==> src/rtl/uart_pkg.sv <==
package uart_pkg;

  localparam int unsigned OVS        = 16;
  localparam int unsigned HALF_OVS   = OVS / 2;
  localparam int unsigned DATA_BITS  = 8;
  localparam int unsigned FRAME_BITS = DATA_BITS + 2;
  localparam int unsigned NUM_IRQ    = 3;

  typedef enum logic [1:0] {
    REG_TXHOLD = 2'd0,
    REG_RXDATA = 2'd1,
    REG_STATUS = 2'd2,
    REG_CTRL   = 2'd3
  } reg_addr_e;

  // bit 0 rx_full, 1 tx_empty, 2 tx_end, 3 overrun, 4 framing
  typedef struct packed {
    logic ferr;
    logic ovr;
    logic tx_end;
    logic tx_empty;
    logic rx_full;
  } status_t;

  // serialized frame, bit 0 leaves the line first
  function automatic logic [FRAME_BITS-1:0] frame_of(input logic [DATA_BITS-1:0] d);
    return {1'b1, d, 1'b0};
  endfunction

  function automatic logic irq_of(input logic flag, input logic en);
    return flag & en;
  endfunction

endpackage

==> src/rtl/uart_tick_gen.sv <==
module uart_tick_gen #(
  parameter int unsigned DIV = 4
) (
  input  logic clk,
  input  logic rst_n,
  input  logic restart,
  output logic tick
);
  localparam int unsigned CW = (DIV > 1) ? $clog2(DIV) : 1;

  logic [CW-1:0] cnt_q;

  assign tick = (cnt_q == CW'(DIV - 1));

  always_ff @(posedge clk or negedge rst_n) begin
    if (!rst_n)               cnt_q <= '0;
    else if (restart || tick) cnt_q <= '0;
    else                      cnt_q <= cnt_q + 1'b1;
  end
endmodule

==> src/rtl/uart_tx.sv <==
module uart_tx import uart_pkg::*; #(
  parameter int unsigned CLKS_PER_TICK = 4
) (
  input  logic                 clk,
  input  logic                 rst_n,
  input  logic                 load,
  input  logic [DATA_BITS-1:0] data,
  output logic                 ready,
  output logic                 frame_end,
  output logic                 txd
);
  localparam int unsigned TCW = $clog2(OVS);
  localparam int unsigned BCW = $clog2(FRAME_BITS);

  logic [FRAME_BITS-1:0] sh_q;
  logic                  busy_q;
  logic [TCW-1:0]        tcnt_q;
  logic [BCW-1:0]        bit_q;
  logic                  tick;

  uart_tick_gen #(.DIV(CLKS_PER_TICK)) u_tick (
    .clk(clk), .rst_n(rst_n), .restart(load), .tick(tick)
  );

  assign frame_end = busy_q && tick && (tcnt_q == TCW'(OVS - 1))
                     && (bit_q == BCW'(FRAME_BITS - 1));
  assign ready     = !busy_q || frame_end;
  assign txd       = busy_q ? sh_q[0] : 1'b1;

  always_ff @(posedge clk or negedge rst_n) begin
    if (!rst_n) begin
      sh_q   <= '1;
      busy_q <= 1'b0;
      tcnt_q <= '0;
      bit_q  <= '0;
    end else if (load) begin
      sh_q   <= frame_of(data);
      busy_q <= 1'b1;
      tcnt_q <= '0;
      bit_q  <= '0;
    end else if (busy_q && tick) begin
      if (tcnt_q == TCW'(OVS - 1)) begin
        tcnt_q <= '0;
        if (bit_q == BCW'(FRAME_BITS - 1)) begin
          busy_q <= 1'b0;
        end else begin
          sh_q  <= {1'b1, sh_q[FRAME_BITS-1:1]};
          bit_q <= bit_q + 1'b1;
        end
      end else begin
        tcnt_q <= tcnt_q + 1'b1;
      end
    end
  end
endmodule

==> src/rtl/uart_rx.sv <==
module uart_rx import uart_pkg::*; #(
  parameter int unsigned CLKS_PER_TICK = 4
) (
  input  logic                 clk,
  input  logic                 rst_n,
  input  logic                 rxd,
  output logic                 done,
  output logic [DATA_BITS-1:0] byte_o,
  output logic                 stop_ok
);
  localparam int unsigned TCW = $clog2(OVS);
  localparam int unsigned BCW = $clog2(DATA_BITS);

  typedef enum logic [2:0] {RX_IDLE, RX_START, RX_DATA, RX_STOP, RX_HOLD} rx_state_e;

  rx_state_e            state_q;
  logic [1:0]           sync_q;
  logic                 line;
  logic                 tick;
  logic                 restart;
  logic [TCW-1:0]       tcnt_q;
  logic [BCW-1:0]       bit_q;
  logic [DATA_BITS-1:0] sh_q;
  logic                 done_q;
  logic                 stop_q;

  assign line    = sync_q[1];
  assign restart = (state_q == RX_IDLE) && !line;

  uart_tick_gen #(.DIV(CLKS_PER_TICK)) u_tick (
    .clk(clk), .rst_n(rst_n), .restart(restart), .tick(tick)
  );

  always_ff @(posedge clk or negedge rst_n) begin
    if (!rst_n) sync_q <= 2'b11;
    else        sync_q <= {sync_q[0], rxd};
  end

  always_ff @(posedge clk or negedge rst_n) begin
    if (!rst_n) begin
      state_q <= RX_IDLE;
      tcnt_q  <= '0;
      bit_q   <= '0;
      sh_q    <= '0;
      done_q  <= 1'b0;
      stop_q  <= 1'b0;
    end else begin
      done_q <= 1'b0;
      case (state_q)
        RX_IDLE: begin
          if (!line) begin
            state_q <= RX_START;
            tcnt_q  <= '0;
          end
        end
        RX_START: begin
          if (tick) begin
            if (tcnt_q == TCW'(HALF_OVS - 1)) begin
              tcnt_q <= '0;
              bit_q  <= '0;
              state_q <= line ? RX_IDLE : RX_DATA;
            end else begin
              tcnt_q <= tcnt_q + 1'b1;
            end
          end
        end
        RX_DATA: begin
          if (tick) begin
            if (tcnt_q == TCW'(OVS - 1)) begin
              tcnt_q <= '0;
              sh_q   <= {line, sh_q[DATA_BITS-1:1]};
              if (bit_q == BCW'(DATA_BITS - 1)) state_q <= RX_STOP;
              else                              bit_q   <= bit_q + 1'b1;
            end else begin
              tcnt_q <= tcnt_q + 1'b1;
            end
          end
        end
        RX_STOP: begin
          if (tick) begin
            if (tcnt_q == TCW'(OVS - 1)) begin
              tcnt_q  <= '0;
              done_q  <= 1'b1;
              stop_q  <= line;
              state_q <= line ? RX_IDLE : RX_HOLD;
            end else begin
              tcnt_q <= tcnt_q + 1'b1;
            end
          end
        end
        RX_HOLD: begin
          if (line) state_q <= RX_IDLE;
        end
        default: state_q <= RX_IDLE;
      endcase
    end
  end

  assign done    = done_q;
  assign byte_o  = sh_q;
  assign stop_ok = stop_q;
endmodule

==> src/rtl/uart_regs.sv <==
module uart_regs import uart_pkg::*; (
  input  logic                 clk,
  input  logic                 rst_n,
  input  logic                 bus_sel,
  input  logic                 bus_we,
  input  logic [1:0]           bus_addr,
  input  logic [7:0]           bus_wdata,
  output logic [7:0]           bus_rdata,
  input  logic                 rx_done,
  input  logic [DATA_BITS-1:0] rx_byte,
  input  logic                 rx_stop_ok,
  input  logic                 tx_ready,
  input  logic                 tx_frame_end,
  output logic                 tx_load,
  output logic                 hold_wr,
  output logic [DATA_BITS-1:0] hold_data,
  output logic [DATA_BITS-1:0] rx_data,
  output status_t              status,
  output logic [NUM_IRQ-1:0]   irq
);
  status_t              st_q;
  status_t              clr;
  logic [NUM_IRQ-1:0]   ctrl_q;
  logic [NUM_IRQ-1:0]   flag_vec;
  logic [DATA_BITS-1:0] hold_q;
  logic [DATA_BITS-1:0] rxd_q;
  logic                 wr, st_wr, ctrl_wr;
  logic                 rx_good, rx_accept, rx_overrun, rx_bad, end_set;

  assign wr      = bus_sel && bus_we;
  assign hold_wr = wr && (reg_addr_e'(bus_addr) == REG_TXHOLD);
  assign st_wr   = wr && (reg_addr_e'(bus_addr) == REG_STATUS);
  assign ctrl_wr = wr && (reg_addr_e'(bus_addr) == REG_CTRL);
  assign clr     = st_wr ? status_t'(bus_wdata[4:0]) : '0;

  assign rx_good    = rx_done && rx_stop_ok;
  assign rx_accept  = rx_good && !st_q.rx_full;
  assign rx_overrun = rx_good && st_q.rx_full;
  assign rx_bad     = rx_done && !rx_stop_ok;
  assign tx_load    = tx_ready && !st_q.tx_empty;
  assign end_set    = tx_frame_end && st_q.tx_empty;

  always_ff @(posedge clk or negedge rst_n) begin
    if (!rst_n) begin
      st_q   <= '{ferr: 1'b0, ovr: 1'b0, tx_end: 1'b1, tx_empty: 1'b1, rx_full: 1'b0};
      ctrl_q <= '0;
      hold_q <= '0;
      rxd_q  <= '0;
    end else begin
      st_q.rx_full  <= rx_accept  ? 1'b1 : (clr.rx_full ? 1'b0 : st_q.rx_full);
      st_q.tx_empty <= hold_wr    ? 1'b0 : (tx_load ? 1'b1 : st_q.tx_empty);
      st_q.tx_end   <= hold_wr    ? 1'b0 : (end_set ? 1'b1 : (clr.tx_end ? 1'b0 : st_q.tx_end));
      st_q.ovr      <= rx_overrun ? 1'b1 : (clr.ovr ? 1'b0 : st_q.ovr);
      st_q.ferr     <= rx_bad     ? 1'b1 : (clr.ferr ? 1'b0 : st_q.ferr);
      if (ctrl_wr)   ctrl_q <= bus_wdata[NUM_IRQ-1:0];
      if (hold_wr)   hold_q <= bus_wdata;
      if (rx_accept) rxd_q  <= rx_byte;
    end
  end

  always_comb begin
    case (reg_addr_e'(bus_addr))
      REG_RXDATA: bus_rdata = rxd_q;
      REG_STATUS: bus_rdata = {3'b000, st_q};
      REG_CTRL:   bus_rdata = {{(8-NUM_IRQ){1'b0}}, ctrl_q};
      default:    bus_rdata = 8'h00;
    endcase
  end

  assign flag_vec = {st_q.tx_end, st_q.tx_empty, st_q.rx_full};

  for (genvar g = 0; g < NUM_IRQ; g++) begin : g_irq
    assign irq[g] = irq_of(flag_vec[g], ctrl_q[g]);
  end

  assign hold_data = hold_q;
  assign rx_data   = rxd_q;
  assign status    = st_q;
endmodule

==> src/rtl/dbuf_uart.sv <==
module dbuf_uart import uart_pkg::*; #(
  parameter int unsigned CLKS_PER_TICK = 4
) (
  input  logic       clk,
  input  logic       rst_n,
  input  logic       bus_sel,
  input  logic       bus_we,
  input  logic [1:0] bus_addr,
  input  logic [7:0] bus_wdata,
  output logic [7:0] bus_rdata,
  output logic       txd,
  input  logic       rxd,
  output logic       irq_rx_full,
  output logic       irq_tx_empty,
  output logic       irq_tx_end
);
  logic                 tx_ready;
  logic                 tx_load;
  logic                 tx_frame_end;
  logic                 hold_wr;
  logic [DATA_BITS-1:0] hold_data;
  logic                 rx_done;
  logic [DATA_BITS-1:0] rx_byte;
  logic                 rx_stop_ok;
  logic [DATA_BITS-1:0] rx_data;
  status_t              status;
  logic [NUM_IRQ-1:0]   irq;

  uart_tx #(.CLKS_PER_TICK(CLKS_PER_TICK)) u_tx (
    .clk(clk), .rst_n(rst_n), .load(tx_load), .data(hold_data),
    .ready(tx_ready), .frame_end(tx_frame_end), .txd(txd)
  );

  uart_rx #(.CLKS_PER_TICK(CLKS_PER_TICK)) u_rx (
    .clk(clk), .rst_n(rst_n), .rxd(rxd),
    .done(rx_done), .byte_o(rx_byte), .stop_ok(rx_stop_ok)
  );

  uart_regs u_regs (
    .clk(clk), .rst_n(rst_n),
    .bus_sel(bus_sel), .bus_we(bus_we), .bus_addr(bus_addr),
    .bus_wdata(bus_wdata), .bus_rdata(bus_rdata),
    .rx_done(rx_done), .rx_byte(rx_byte), .rx_stop_ok(rx_stop_ok),
    .tx_ready(tx_ready), .tx_frame_end(tx_frame_end),
    .tx_load(tx_load), .hold_wr(hold_wr), .hold_data(hold_data),
    .rx_data(rx_data), .status(status), .irq(irq)
  );

  assign irq_rx_full  = irq[0];
  assign irq_tx_empty = irq[1];
  assign irq_tx_end   = irq[2];
endmodule

==> config.mk <==
export PLATFORM = sky130hd
export DESIGN_NAME = dbuf_uart
export DESIGN_NICKNAME = d
export VERILOG_FILES = /design/src/rtl/uart_pkg.sv /design/src/rtl/uart_tick_gen.sv /design/src/rtl/uart_tx.sv /design/src/rtl/uart_rx.sv /design/src/rtl/uart_regs.sv /design/src/rtl/dbuf_uart.sv
export SDC_FILE = /design/constraint.sdc
export NUM_CORES = 1
export LEC_CHECK = 0
export ABC_AREA = 0
export BUFFER_PORTS_ARGS = -buffer_cell sky130_fd_sc_hd__buf_2
export CAP_MARGIN = 20
export CORE_UTILIZATION = 40
export DETAILED_ROUTE_END_ITERATION = 10
export GPL_TIMING_DRIVEN = 0
export PLACE_DENSITY = 0.65
export SLEW_MARGIN = 20
export SYNTH_ARGS = -nofsm -noshare
export SYNTH_HDL_FRONTEND = slang
export SYNTH_SLANG_ARGS = --single-unit
==> constraint.sdc <==
create_clock -name clk -period 4.2 [get_ports clk]
set_clock_uncertainty 0.2 [all_clocks]
set_input_delay 0.63 -clock clk [delete_from_list [all_inputs] [get_ports clk]]
set_output_delay 0.63 -clock clk [all_outputs]
set_load 0.01 [all_outputs]
Word-level counts from Yosys, hierarchy flattened

Index checks and enable logic that the tools add are counted.

$add $sub $neg: 6
Eq/ne operators: 26
Mux-type cells: 58
Bitwise gates (word level): 3
Reductions and logical operators: 42

Operators with widths:

| kind                                                                  | count |
|---|---|
| 4-bit two-way mux                                                     | 12 |
| 3-bit two-way mux                                                     | 15 |
| 10-bit two-way mux                                                    | 4 |
| 8-bit case mux with 3 select lines                                    | 1 |
| 1-bit two-way mux                                                     | 19 |
| 2-bit nonzero test                                                    | 8 |
| 3-bit case mux with 5 select lines                                    | 1 |
| 1-bit logical AND                                                     | 14 |
| 2-bit by 1-bit != test with 1-bit output, second input constant       | 7 |
| 4-bit by 1-bit adder with 4-bit output, second input constant         | 3 |
| 4-bit equality test, second input constant                            | 3 |
| 4-bit case mux with 3 select lines                                    | 1 |
| 3-bit AND reduction                                                   | 4 |
| 2-bit != test, second input constant                                  | 5 |
| 9-bit AND reduction                                                   | 1 |
| 2-bit equality test, second input constant                            | 4 |
| 3-bit by 2-bit equality test with 1-bit output, second input constant | 2 |
| 3-bit equality test, second input constant                            | 2 |
| 2-bit two-way mux                                                     | 3 |
| 3-bit case mux with 2 select lines                                    | 1 |
| 6-bit AND reduction                                                   | 1 |
| 3-bit nonzero test                                                    | 2 |
| 1-bit zero test                                                       | 5 |
| 5-bit two-way mux                                                     | 1 |
| other kinds (11)                                                      | 16 |

Register bits: 69
Input port bits: 15
Output and inout port bits: 12

Longest topological paths before layout

Gate-level depths: netlist of run 1.

Depth in word-level cells: 8
Gate-level depth with buffers: 7
Mapped depth without buffers: 6

By module

From an unflattened synthesis of run 1, not the netlist that was laid out.

Cell total of the unflattened synthesis: 286
Area total of the unflattened synthesis: 3415.8 µm²

By module, submodules not included:

| module        | times used | cells each | area an instance (µm²) | sequential area each (µm²) |
|---|---|---|---|---|
| uart_regs     | 1          | 82         | 1133.6                 | 603.1 |
| uart_rx       | 1          | 92         | 1117.3                 | 553.0 |
| uart_tx       | 1          | 102        | 994.7                  | 461.7 |
| uart_tick_gen | 2          | 5          | 85.1                   | 50.0 |

Worst setup path after synthesis of run 1

Ideal clock, no wire load.

Path type: input-to-output
Start: in bus_addr[0]
End: out bus_rdata[0]
Data arrival time: 1.335 ns
Path slack: 2.035 ns
Stages on the path: 4
Buffers on the path: 2
Cells stage by stage: buf_2 > nor2b_1 > clkbuf_1 > a22o_1

Cells in the longest elaborated chain, start to end: 2
Elaborated cells between the ends (all ways): 4

RTL lines:

| what                                                                                         | line            | text |
|---|---|---|
| from (decl)                                                                                  | dbuf_uart.sv:8  | `input logic [1:0] bus_addr,` |
| 2-bit equality test / 2-bit by 1-bit equality test with 1-bit output (equally long branches) | uart_regs.sv:62 | `case (reg_addr_e'(bus_addr))` |
| 8-bit case mux with 3 select lines *                                                         | uart_regs.sv:62 |  |
| to (decl)                                                                                    | dbuf_uart.sv:10 | `output logic [7:0] bus_rdata,` |

Every way passes the cells marked *; elsewhere a longest branch is shown, timed or not.

Worst setup path in the final report of run 1

Start: in bus_addr[0]
End: out bus_rdata[1]

Same word-level chain as after synthesis.

==> results.md, run 1 <==
- The core region area is 0.00777 sq mm.
- The via count of the first global-routing pass was 2128.
- The proportion of synthesized area in mux cells is between 10% and 20%.
- The number of antenna violations at the first check in global routing came to 0.
- The slew at the pin closest to its max-slew limit is around 0.73 ns.
- Counting every sink on the clock net gives about 70.
- The fraction of the mapped netlist area in adder cells is slightly above 3%.
- For this design the static power due to leakage is approximately 0.0018 uW.
- The global-route wire length before repair is 10200 microns.
- The count of buffers from port buffering is 24.
- Max-cap violations in this run came to 0.
- The height of the die is 91.7 microns.
- In this run the cell area measured after placement is roughly 0.0035 sq mm.
- The buffer depth of the longest clock path is 2.
- The effective utilization at floorplan is slightly above 40%.
- The start-to-end type of the worst setup path is input pin to output port.
- The total setup buffers inserted after CTS is 0.
- The critical path endpoint category is an output port.
- The mapped cell area is between 0.003 and 0.004 sq mm.
- Across all register-to-register paths, the minimum setup slack is 2.14 ns.
- The number of pins with negative max-slew slack in the final report is 0.
- The die covers 0.00841 sq mm.
- The number of vias per cell after detailed routing is 5.02.
- The number of nets produced by synthesis is roughly 310.
- The placer congestion estimate is 0.792.
- The synthesized netlist devotes roughly 1.4% of its cell area to XOR and XNOR gates.
- After synthesis, the largest family of logic cells by area is simple AND/OR/NAND/NOR gates.
- STA puts the critical path data required time at 3.37 ns.
- The number of hold-repair buffers added at the cts stage is 0.
- In the post-synthesis netlist, the biggest area contributors are sky130_fd_sc_hd__dfrtp_1 43%, sky130_fd_sc_hd__dfstp_2 11%, sky130_fd_sc_hd__mux2_2 10%.
- The portion of the post-synthesis area used by sequential elements is 53.4%.
- Setup repair after global routing left no endpoint under its margin.
- After clock tree synthesis, the clock-pin slew on the worst setup and hold paths is roughly 0.070 ns.
- With fillers left out, the area of the finished cells amounts to 0.00373 sq mm.
- The cell accounting for the most synthesized area is sky130_fd_sc_hd__dfrtp_1.
- The startpoint identified for the worst register-to-register timing path is u_rx.bit_q[0].
- The area overhead of the layout relative to synthesis is 15.9%.
- The endpoint identified for the worst register-to-register timing path is u_rx.bit_q[0].
- During synthesis, Yosys emitted a total of 0 warnings.
- The source-to-sink clock delay at the later pin of the worst-skew pair is roughly 0.34 ns.
- The CTS tree is done.
- The kind of launch point of the worst setup path is an input pin.
- The post-route clock period utilization is between 60% and 70%.
- VDD sags by at most about 0.27 mV.
- Counting flops with an async set or reset pin after synthesis yields a share of 100%.
- The total grt overflow is 0.
- The post-layout net count is 348.
- The peak clock frequency supported by timing is between 0.3 and 0.4 GHz.
- The clock tree synthesis step divided the H-tree into 3 levels.
- Clock tree synthesis selected as its root buffer the cell sky130_fd_sc_hd__clkbuf_8.
- The most instantiated flip-flop cell in the synthesis netlist is sky130_fd_sc_hd__dfrtp_1.
- The depth of the worst register-to-register path is 6.
- The number of distinct library cells after synthesis is 41.
- The post-DP HPWL is a little over 4000 microns.
- The count of endpoints failing hold in the final timing report is 0.
- The count of nets left with antenna violations once routing finished came out at 0.
- Of the cells placed in the final design, the portion with a size suffix greater than 1 is between 30% and 40%.
- The critical path arrival is about 1.7 ns.
- After synthesis, the most frequently instantiated cells are 55 x sky130_fd_sc_hd__dfrtp_1, 39 x sky130_fd_sc_hd__nand2_1, 30 x sky130_fd_sc_hd__mux2_2.
- The worst hold path class is input pin to async pin.
- The post-CTS resize count is 0.
- The total number of vias is roughly 2200.
- The run finished with clean final reports.
- The detailed-router iteration count before antenna repair is 4.
- The pin count of the biggest net entering global routing is 41.
- The final count of negative-setup-slack endpoints is 0.
- In the post-synthesis netlist, the cell with the most instances is sky130_fd_sc_hd__dfrtp_1.
- The synthesized design devotes to its leading area cell type a little over two fifths of total area.
- The number of diodes is 0.
- The instance count of the mapped netlist is slightly below 300.
- Dividing total power by cell area gives a power density of between 500 and 600 mW/mm^2.
- The area fraction in compound gates after synthesis is under 10%.
- The DRC marker count from the first detailed-route iteration is 165.
- The basic-gate share of the synthesized area counting and, or, nand and nor cells is 18.2%.
- Measured along the x axis, the die boundary spans 91.7 microns.
- The highest net fanout along the worst path is 9.
- Wires add up to a little under 6000 microns.
- Adding up every negative setup slack in the final design gives 0 ns.
- For this run, the total global-route usage over all layers was measured as between 15 and 20%.
- The I/O pin total is 27.
- The average cell area after synthesis is about 11 sq um.
- The synthesized design contains just under 70 register bits.
- For this run, design rule violations remaining after detail routing come to 0.
- The final critical-path required period is between 2 and 3 ns.
- The number of enable flip-flop cells after synthesis is 0.
- After filler insertion, the fill cell instance count of the layout stands at 708.
- Clock tree synthesis inserted a total of 9 buffers.
- The count of standard-cell rows is 32.
- Measured against its own limit, the worst slew margin works out to about half.
- The per-cell routed wire length is 13.7 microns.
-- cell families (layout without fill, tap and decap cells) --
group           after synthesis  after routing
buf+inv                      21             62
compound gates               39             39
simple gates                113            113
mux                          35             35
flops                        68             68
xor+xnor                      5              5
fa+ha+maj                     8              8
-- routing by layer --
metal  GRT usage, %  wire (microns)
met5              0               0
met3           5.39             243
met4           4.95              61
met2           23.6            2690
met1           21.1            2930
-- layout by cell type (no fill, tap or decap), types with 6 or more instances in the layout --
| master | synthesis | routed |
|---|---|---|
| sky130_fd_sc_hd__clkbuf_8 | 0 | 9 |
| sky130_fd_sc_hd__nand3_1 | 9 | 9 |
| sky130_fd_sc_hd__buf_2 | 10 | 33 |
| sky130_fd_sc_hd__inv_1 | 8 | 8 |
| sky130_fd_sc_hd__and2_1 | 8 | 8 |
| sky130_fd_sc_hd__a21oi_1 | 8 | 8 |
| sky130_fd_sc_hd__o21ai_0 | 9 | 9 |
| sky130_fd_sc_hd__ha_1 | 8 | 8 |
| sky130_fd_sc_hd__nor2b_1 | 6 | 6 |
| sky130_fd_sc_hd__dfstp_2 | 13 | 13 |
| sky130_fd_sc_hd__dfrtp_1 | 55 | 55 |
| sky130_fd_sc_hd__nor2_1 | 20 | 20 |
| sky130_fd_sc_hd__nand2_1 | 39 | 39 |
| sky130_fd_sc_hd__a31oi_1 | 10 | 10 |
| sky130_fd_sc_hd__mux2_2 | 30 | 30 |
-- flip-flops by register name, indices dropped and copies added (netlist names), 2 cells and up --
| name | flops |
|---|---|
| u_tx.sh_q | 9 |
| u_regs.hold_data | 8 |
| u_regs.rx_data | 8 |
| u_rx.byte_o | 8 |
| u_regs.status | 5 |
| u_rx.tcnt_q | 4 |
| u_tx.bit_q | 4 |
| u_tx.tcnt_q | 4 |
| u_regs.ctrl_q | 3 |
| u_rx.bit_q | 3 |
| u_rx.state_q | 3 |
| u_rx.sync_q | 2 |
| u_rx.u_tick.cnt_q | 2 |
| u_tx.u_tick.cnt_q | 2 |
-- worst max-delay path: stages --
cell and delay [ns]:
sky130_fd_sc_hd__buf_2 0.20, sky130_fd_sc_hd__nor2b_1 0.15, sky130_fd_sc_hd__clkbuf_1 0.33, sky130_fd_sc_hd__a22o_1 0.25, sky130_fd_sc_hd__buf_2 0.14
-- how the worst max path moves through the flow --
stage	from	to	cells past startpoint
2_1_floorplan	bus_addr[0]	bus_rdata[0]	4
3_3_place_gp	bus_addr[0]	bus_rdata[1]	5
3_5_place_dp	bus_addr[0]	bus_rdata[1]	5
4_1_cts	bus_addr[0]	bus_rdata[1]	5
5_1_grt	bus_addr[0]	bus_rdata[1]	5
6_report	bus_addr[0]	bus_rdata[1]	5
-- metrics by stage --
| step | setup WS (ns) | std cells | power (uW) | util [%] | hold WS [ns] |
|---|---|---|---|---|---|
| after detailed placement | 1.69 | 416 | 1280 | 44.9 | 0.149 |
| after global routing | 1.58 | 432 | 2020 | 48.0 | 0.0203 |
| after global placement | 1.71 | 415 | 1250 | 44.6 | 0.146 |
| after floorplan | 2.03 | 289 | 1170 | - | 0.134 |
| final | 1.67 | 432 | 1910 | 48.0 | 0.000631 |
| after CTS | 1.68 | 432 | 1930 | 48.0 | 0.00929 |
-- where the power goes --
group          internal (uW)  total [uW]  switching [uW]
Combinational            175         368             193
Sequential               811         896            84.9
Clock                    396         647             251
-- area by class of cell --
type,instances,area [sq um],area share (%)
flip-flops and latches,68,1720,46.1
well taps,102,128,3.42
plain buffers,13,72.6,1.95
clock buffers,10,128,3.42
inverters,8,30.0,0.805
repair buffers,25,143,3.82
multi-input cells,200,1400,37.5
clock inverters,6,113,3.02
(Power assumes the default switching activity.)
==> run 2: changes to the inputs <==
clock period = 2.6 ns   (was 4.2 ns; I/O delays follow)
==> run 2 against run 1 <==
  * Global-route usage about the same
  * Utilization up 0.26 points
  * First-iteration DRC count down 9.7%
  * Final area up 0.54%
  * Count of clock-buffer cells in the layout unchanged
==> results.md, run 2 (synthesis gave the netlist of run 1 again) <==
- The total global routing track utilization was 15.6% (about the same).
- The highest net fanout along the worst path came to 7 (was 9).
- The total grt overflow is 0 (unchanged).
- The area overhead of the layout relative to synthesis is 16.5% (was 15.9%).
- The commonest non-fill, non-tap cell in the layout is sky130_fd_sc_hd__dfrtp_1 (unchanged).
- For this run, the top clock speed supported by timing is roughly 0.46 GHz.
- The global-route wire length before repair is 10300 microns (was 10200 microns).
- The per-cell routed wire length is 13.7 microns (about the same).
- The clock period could shrink to 2.17 ns.
- The critical path arrival is 1.58 ns (was 1.70 ns).
- The number of nets still failing antenna checks after routing is 0 (unchanged).
- The count of max-cap constraint violations was 0 (unchanged).
- The DRC marker count from the first detailed-route iteration is 149 (was 165).
- The total setup buffers inserted after CTS is 0 (unchanged).
- The ratio of cells with drive above 1 in the final layout is 31.0% (was 31.2%).
- The worst hold path class is input pin to register (was input pin to async pin).
- The slowest stage cell on the critical path was sky130_fd_sc_hd__dfstp_2 (was sky130_fd_sc_hd__clkbuf_1).
- The slew at the pin closest to its max-slew limit was 0.727 ns (was 0.729 ns).
- The post-placement setup slack came to 0.573 ns (was 1.69 ns).
- The critical path endpoint category is an output port (unchanged).
- The total number of vias is 2190 (was 2168).
- The register with the highest flop count is u_tx.sh_q (unchanged).
- The effective utilization at floorplan came to 41.4% (unchanged).
- The register cell area after layout is 0.00172 sq mm (unchanged).
- The placer congestion estimate is 0.792 (unchanged).
- The leakage power is 0.00177 uW (was 0.00176 uW).
- The count of endpoints failing hold in the final timing report is 0 (unchanged).
- The final count of negative-setup-slack endpoints is 0 (unchanged).
- The placed standard-cell area is 0.00349 sq mm (unchanged).
- The start-to-end type of the worst setup path is register to output port (was input pin to output port).
- The areal power density over the cells is 824 mW/mm^2 (was 512 mW/mm^2).
- The post-DP HPWL is 4150 microns (unchanged).
- The total clock sinks was 68 (unchanged).
- The cell area after layout was 0.00375 sq mm (was 0.00373 sq mm).
- The die outline width is 91.7 microns (unchanged).
- The biggest cell delay along the critical path was 0.59 ns (was 0.33 ns).
- The worst-case setup margin in the final layout was 0.428 ns (was 1.67 ns).
- The count of standard-cell rows is 32 (unchanged).
- Status: completed (unchanged).
- The detailed-router iteration count before antenna repair is 4 (unchanged).
- The post-route clock period utilization is 83.6%.
- The height of the die is 91.7 microns (unchanged).
- The master cell of the clock root buffer is sky130_fd_sc_hd__clkbuf_8 (unchanged).
- Most frequent cells in the layout: 55 x sky130_fd_sc_hd__dfrtp_1, 39 x sky130_fd_sc_hd__nand2_1, 33 x sky130_fd_sc_hd__buf_2 (unchanged).
- RSZ-0062 raised after global routing: false (unchanged).
- The number of antenna violations at the first check in global routing was 0 (unchanged).
- The source-to-sink clock delay at the later pin of the worst-skew pair is 0.34 ns (about the same).
- The relative slew slack came to 51.3% (was 51.1%).
- The clock-pin slew on the worst setup and hold paths is 0.07 ns (about the same).
- The multi-input logic area is 0.00140 sq mm (unchanged).
- The level count of the clock H-tree is 3 (unchanged).
- The maximum ir drop on the vdd rail is 0.443 mV (was 0.274 mV).
- The CTS tree was done (unchanged).
- The count of buffers from port buffering is 24 (unchanged).
- The data required time of the worst path is 2.01 ns (was 3.37 ns).
- The worst hold margin came to 0.0816 ns (was 0.000631 ns).
- The core region area was 0.00777 sq mm (unchanged).
- The number of buffers inserted during clock tree synthesis is 9 (unchanged).
- The kind of launch point of the worst setup path is a register (was input pin).
- The total detailed-routing wirelength is 5960 microns (was 5930 microns).
- The die footprint is 0.00841 sq mm (unchanged).
- The number of diodes came to 0 (unchanged).
- The number of remaining DRC errors is 0 (unchanged).
- The flip-flop count of the largest register after layout is 9 (unchanged).
- The post-layout net count is 350 (was 348).
- The number of vias per cell after detailed routing is 5.05 (was 5.02).
- The sum of negative setup slack is 0 ns (unchanged).
- The via count of the first global-routing pass was 2135 (was 2128).
- The I/O pin total is 27 (unchanged).
- The count of fill cells added during filler insertion came to 707 (was 708).
- The number of pins with negative max-slew slack in the final report came to 0 (unchanged).
- The pin count of the biggest net entering global routing is 41 (unchanged).
- The buffer depth of the longest clock path is 2 (unchanged).
- Worst path cell trace: inv_1 -> o21ai_0 -> a22o_1 -> buf_2 (was buf_2 -> nor2b_1 -> clkbuf_1 -> a22o_1 -> buf_2).
run 2: cell count changes in the layout (fill, tap and decap cells not counted):
cell                            delta
sky130_fd_sc_hd__dlygate4sd3_1     +2
run 2: stage by stage:
stage | instances | utilization, % | total power, uW
after detailed placement | 416 | 44.9 | 2060
after floorplan | 289 | - | 1900
after CTS | 434 | 48.3 | 3120
final | 434 | 48.3 | 3090
after global placement | 415 | 44.6 | 2020
after global routing | 434 | 48.3 | 3260
run 2: cell type report:
cell class              count  area share (%)
clock buffers              10            3.40
flip-flops and latches     68            45.8
plain buffers              13            1.94
clock inverters             6            3.00
inverters                   8           0.801
multi-input cells         200            37.3
repair buffers             27            4.34
well taps                 102            3.40
run 2: path summary, 6_finish.rpt:
check	from	end	slack [ns]	cells after the start
min reg2reg	u_rx.sync_q[0]	u_rx.sync_q[1]	0.16	0
max	u_regs.status[1]	bus_rdata[1]	0.43	4
min	bus_wdata[6]	u_regs.hold_data[6]	0.08	2
max in group asynchronous	rst_n	u_rx.sync_q[1]	1.29	3
min in group asynchronous	rst_n	u_tx.tcnt_q[2]	0.31	2
max reg2reg	u_rx.bit_q[0]	u_rx.bit_q[0]	0.54	6
run 2: power by group:
group          leakage, uW  total [uW]  internal (uW)  switching, uW
registers         0.000849        1450           1310            138
clock network     0.000120        1040            639            404
logic             0.000799         598            285            313
total              0.00177        3090           2240            855
run 2: critical path: cells and delay by family (launching register included):
family / cells / cell delay, ns
AO/OA/AOI/OAI: 2 / 0.41
flip-flops: 1 / 0.59
buffers and inverters: 2 / 0.24
run 2: timing repair:
item / CTS / global route
hold buffers: 2 / 0
hold endpoints to repair: 19 / 0
endpoints found under the setup margin: 0 / 0
resized for setup: 0 / 0
run 2: per-layer routing:
metal,vias up,GRT usage [%],share of wire (%)
li1,1077,-,-
met1,1074,21.5,50
met2,34,23.2,45
met3,5,5.39,3.9
met4,0,4.95,0.79
met5,-,0,0
